[src/rtl/spi_fifo_flags.sv]
module spi_fifo_flags #(
  parameter int DEPTH   = 4,
  parameter int TX_NEAR = 2
) (
  input  logic                           clk,
  input  logic                           rst_n,
  input  logic                           spi_mode,
  input  logic                           fifo_mode,
  input  logic                           enable,
  input  logic                           dma_en,
  input  logic                           wide,
  input  logic                           rd_high,
  input  logic                           rd_low,
  input  logic                           rx_push,
  input  logic                           tx_push,
  input  logic                           tx_pop,
  output logic                           rx_empty,
  output logic                           tx_near_empty,
  output logic                           flush,
  output logic                           dma_req,
  output logic [$clog2(DEPTH+1)-1:0]     rx_level,
  output logic [$clog2(DEPTH+1)-1:0]     tx_level
);
  localparam int LW = $clog2(DEPTH + 1);
  localparam logic [LW-1:0] FULL_L = LW'(DEPTH);
  localparam logic [LW-1:0] NEAR_L = LW'(TX_NEAR);

  logic [2:0] ctl_q;
  logic       flush_q, live_q;
  logic       rx_pop_req, rx_pop_ok, rx_push_ok, tx_pop_ok, tx_push_ok;

  assign rx_pop_req = rd_low & (~wide | rd_high);
  assign rx_pop_ok  = rx_pop_req & (rx_level != '0);
  assign rx_push_ok = rx_push & ((rx_level != FULL_L) | rx_pop_ok);
  assign tx_pop_ok  = tx_pop & (tx_level != '0);
  assign tx_push_ok = tx_push & ((tx_level != FULL_L) | tx_pop_ok);

  always_ff @(posedge clk or negedge rst_n) begin
    if (!rst_n) begin
      ctl_q    <= '0;
      flush_q  <= 1'b0;
      live_q   <= 1'b0;
      rx_level <= '0;
      tx_level <= '0;
    end else begin
      ctl_q   <= {spi_mode, fifo_mode, enable};
      flush_q <= ({spi_mode, fifo_mode, enable} != ctl_q);
      if (flush_q) begin
        live_q   <= ctl_q[1];
        rx_level <= '0;
        tx_level <= '0;
      end else begin
        rx_level <= rx_level + LW'(rx_push_ok) - LW'(rx_pop_ok);
        tx_level <= tx_level + LW'(tx_push_ok) - LW'(tx_pop_ok);
      end
    end
  end

  assign flush         = flush_q;
  assign rx_empty      = live_q & (rx_level == '0);
  assign tx_near_empty = live_q & (tx_level <= NEAR_L);
  assign dma_req       = live_q & dma_en & (rx_level != '0);
endmodule


[config.mk]
export PLATFORM = sky130hd
export DESIGN_NAME = spi_fifo_flags
export DESIGN_NICKNAME = d
export VERILOG_FILES = /design/src/rtl/spi_fifo_flags.sv
export SDC_FILE = /design/constraint.sdc
export NUM_CORES = 1
export LEC_CHECK = 0
export CELL_PAD_IN_SITES_DETAIL_PLACEMENT = 0
export CELL_PAD_IN_SITES_GLOBAL_PLACEMENT = 1
export CORE_MARGIN = 10
export CORE_UTILIZATION = 31
export DETAILED_ROUTE_END_ITERATION = 10
export PLACE_DENSITY = 0.86
export SLEW_MARGIN = 10
export SYNTH_ARGS = -nofsm -noshare
export SYNTH_HDL_FRONTEND = slang
export SYNTH_SLANG_ARGS = --single-unit
[constraint.sdc]
create_clock -name clk -period 2.8 [get_ports clk]
set_clock_uncertainty 0.1 [all_clocks]
set_input_delay 0.56 -clock clk [delete_from_list [all_inputs] [get_ports clk]]
set_output_delay 0.56 -clock clk [all_outputs]
set_load 0.02 [all_outputs]
==> flow_summary.yaml <==
power_and_ir_drop:
  ir_drop_mv: 0.198
  leakagePower_nw: 0.359
  p_per_area_nw_per_um2: 412
synthesis:
  synth_commonest_cells: "dfrtp_1, inv_1, nor2_1, ha_1, xnor2_1"
  synth_edf_count: 0
  synth_nets: 72
  synth_top_area_share: 0.476
  synth_largest_area_cell: "dfrtp_1"
  ys_seq_area_frac: 0.476
  ys_warn_count: 0
  synthArstFlopShare: 1.00
  yosys_register_bits: 11
  dominantRegCellSynth: "dfrtp_1"
  syn_area_per_cell_um2: 10.9
  synth_most_common_cell: "dfrtp_1"
  syn-cell-area_um2: 578
  synth_area_leaders: "dfrtp_1, ha_1, xnor2_1, fa_1, inv_1"
  synthCells: 53
  yosysUniqueCellTypes: 18
worst_setup_path:
  cp_max_fo: 2
  slowest_stage: "clkdlybuf4s50_1"
  cp_top_family: "adder cells"
  worstSetupPathType: "primary input to register"
  crit_chain: "clkdlybuf4s50_1 > inv_1 > a21boi_0 > o21ai_0 > ha_1 > inv_1 > ha_1 > inv_1 > fa_1 > xor2_1 > xnor2_1 > nor2_1"
  critPathRequiredTime_ps: 2850
  start_kind: "primary input"
  worst_ep_arrival_time_ps: 2590
  crit_top_cell: "inv_1"
  endpoint_kind: "register"
  path_buf_inv: 4
  slowest_delay_ps: 450
clock_tree:
  ctsHoldBuffers: 0
  post_cts_resize_count: 0
  clock_latency_ps: 270
  htree_levels: 1
  post_cts_buffers: 0
  cts-root-buf: "clkbuf_4"
  clock_path_buffers: 2
  cts_buffers: 3
  cts_tree: "done"
  clkSinkCount: 11
  clkTransAtPathRegs_ps: 70
finish:
  final_area_um2: 846
  layout-drive-gt1-share: 0.0513
  nFillCells: 166
  num_antenna_cells: 0
  syn_to_final_growth_pct: 46.3
  fin_nets: 98
  instances_no_fill: 103
drt:
  dr_total_vias: 436
  wl_mm: 1.15
  wire_per_inst_um: 11.2
  ant_nets: 0
  drt_iter0_drc: 6
  drc: 0
  viasPerCell: 4.23
  firstDrtPassIters: 2
global_route:
  grt_max_degree: 12
  antenna_found_initial: 0
  grt_pass1_vias: 482
  overflow: 0
  grt_usage: 0.0633
  grt_pass1_wl_mm: 1.99
placement:
  portBuffers: 21
  placed_cell_area_um2: 820
  place_congestion: 0.734
  post-dp-hpwl_mm: 1.02
  place_inst: 99
floorplan:
  rows: 15
  core-area_um2: 1750
  die_area_um2: 3990
  die_y_um: 63.2
  die_w_um: 63.2
  ios: 22
  initial_core_util: 0.331
sta:
  fin_crit_sh: 0.908
  finalHoldViolations: 0
  fmax_ghz: 0.393
  finalMaxSlewViolations: 0
  worstMarginPinSlew_ps: 467
  slew_headroom: 0.687
  rsz0062_at_grt: "false"
  setup_viol_count_final: 0
  min_period_ps: 2540
flow_run:
  cap_violations: 0
hold_path:
  min_path_type: "register to register"
status:
  status: "complete, no violations"
[cell usage in the layout (no fill, tap or decap)]
cell type and n:
mux2_2 1, fa_1 2, nor2b_1 4, ha_1 5, o31a_1 1, clkdlybuf4s50_1 21, nand3_1 1, o21ai_0 1
a21oi_1 1, and2_1 1, clkbuf_4 3, dfrtp_1 11, nor2_1 7, xnor2_1 5, inv_1 7, xor2_1 1
nand2_1 2, clkbuf_1 1, o41ai_1 1, a21boi_0 1, nor3_1 1
[path summary, 6_finish.rpt]
check,from,to,slack [ps],depth (start not counted)
max,rd_high,rx_level[2],260,12
min,ctl_q[0],flush,400,2
max in group asynchronous,rst_n,tx_level[0],1770,1
min in group asynchronous,rst_n,live_q,510,1
min reg2reg,ctl_q[0],flush,400,2
max reg2reg,rx_level[2],rx_level[2],520,10
[stage by stage]
step                hold slack [ps]  setup slack [ps]  utilization  power, mW  TNS (ps)
global route                    420              77.3        0.485      0.372         0
detailed placement              390             -57.0        0.470      0.248     -57.0
CTS                             405               231        0.485      0.356         0
finish                          397               258        0.485      0.348         0
global placement                375             -23.2        0.470      0.246     -23.2
floorplan                       164               546            -      0.208         0
[report_power, final]
part | switching [mW] | leakage [nW] | internal, mW
logic | 0.0284 | 0.205 | 0.0406
registers | 0.00787 | 0.139 | 0.166
clock network | 0.0503 | 0.0150 | 0.0552
total | 0.0865 | 0.359 | 0.262
[layer usage]
metal | vias to the layer above | part of all wire | wire [um] | GRT usage
met4 | 0 | 0.024 | 28 | 0.0492
li1 | 219 | - | - | -
met1 | 200 | 0.39 | 454 | 0.0545
met2 | 14 | 0.49 | 562 | 0.112
met3 | 3 | 0.091 | 105 | 0.0283
met5 | - | 0 | 0 | 0
[cell families after synthesis]
family	count (synthesis)	share of synthesized area
buffers and inverters	7	0.0455
XOR/XNOR	6	0.0909
AO/OA/AOI/OAI	5	0.0606
adder cells (fa/ha/maj)	7	0.177
flip-flops	11	0.476
multiplexers	1	0.0195
AND/OR/NAND/NOR	16	0.130
[tightest hold or removal path: stages (launching register included)]
cell	delay [ps]
dfrtp_1	340
xnor2_1	70
nand3_1	60
[registers in the layout, indices dropped and copies added (netlist names)]
register	cells
ctl_q	3
rx_level	3
tx_level	3
flush	1
live_q	1
[layout make-up]
cell class | count | area [um^2] | area share
Clock buffer | 4 | 26.3 | 0.0311
Inverter | 7 | 26.3 | 0.0311
Multi-Input combinational cell | 35 | 277 | 0.327
Sequential cell | 11 | 275 | 0.325
Tap cell | 25 | 31.3 | 0.0370
Timing Repair Buffer | 21 | 210 | 0.249
Note: power is estimated with default switching activity, not from simulation.
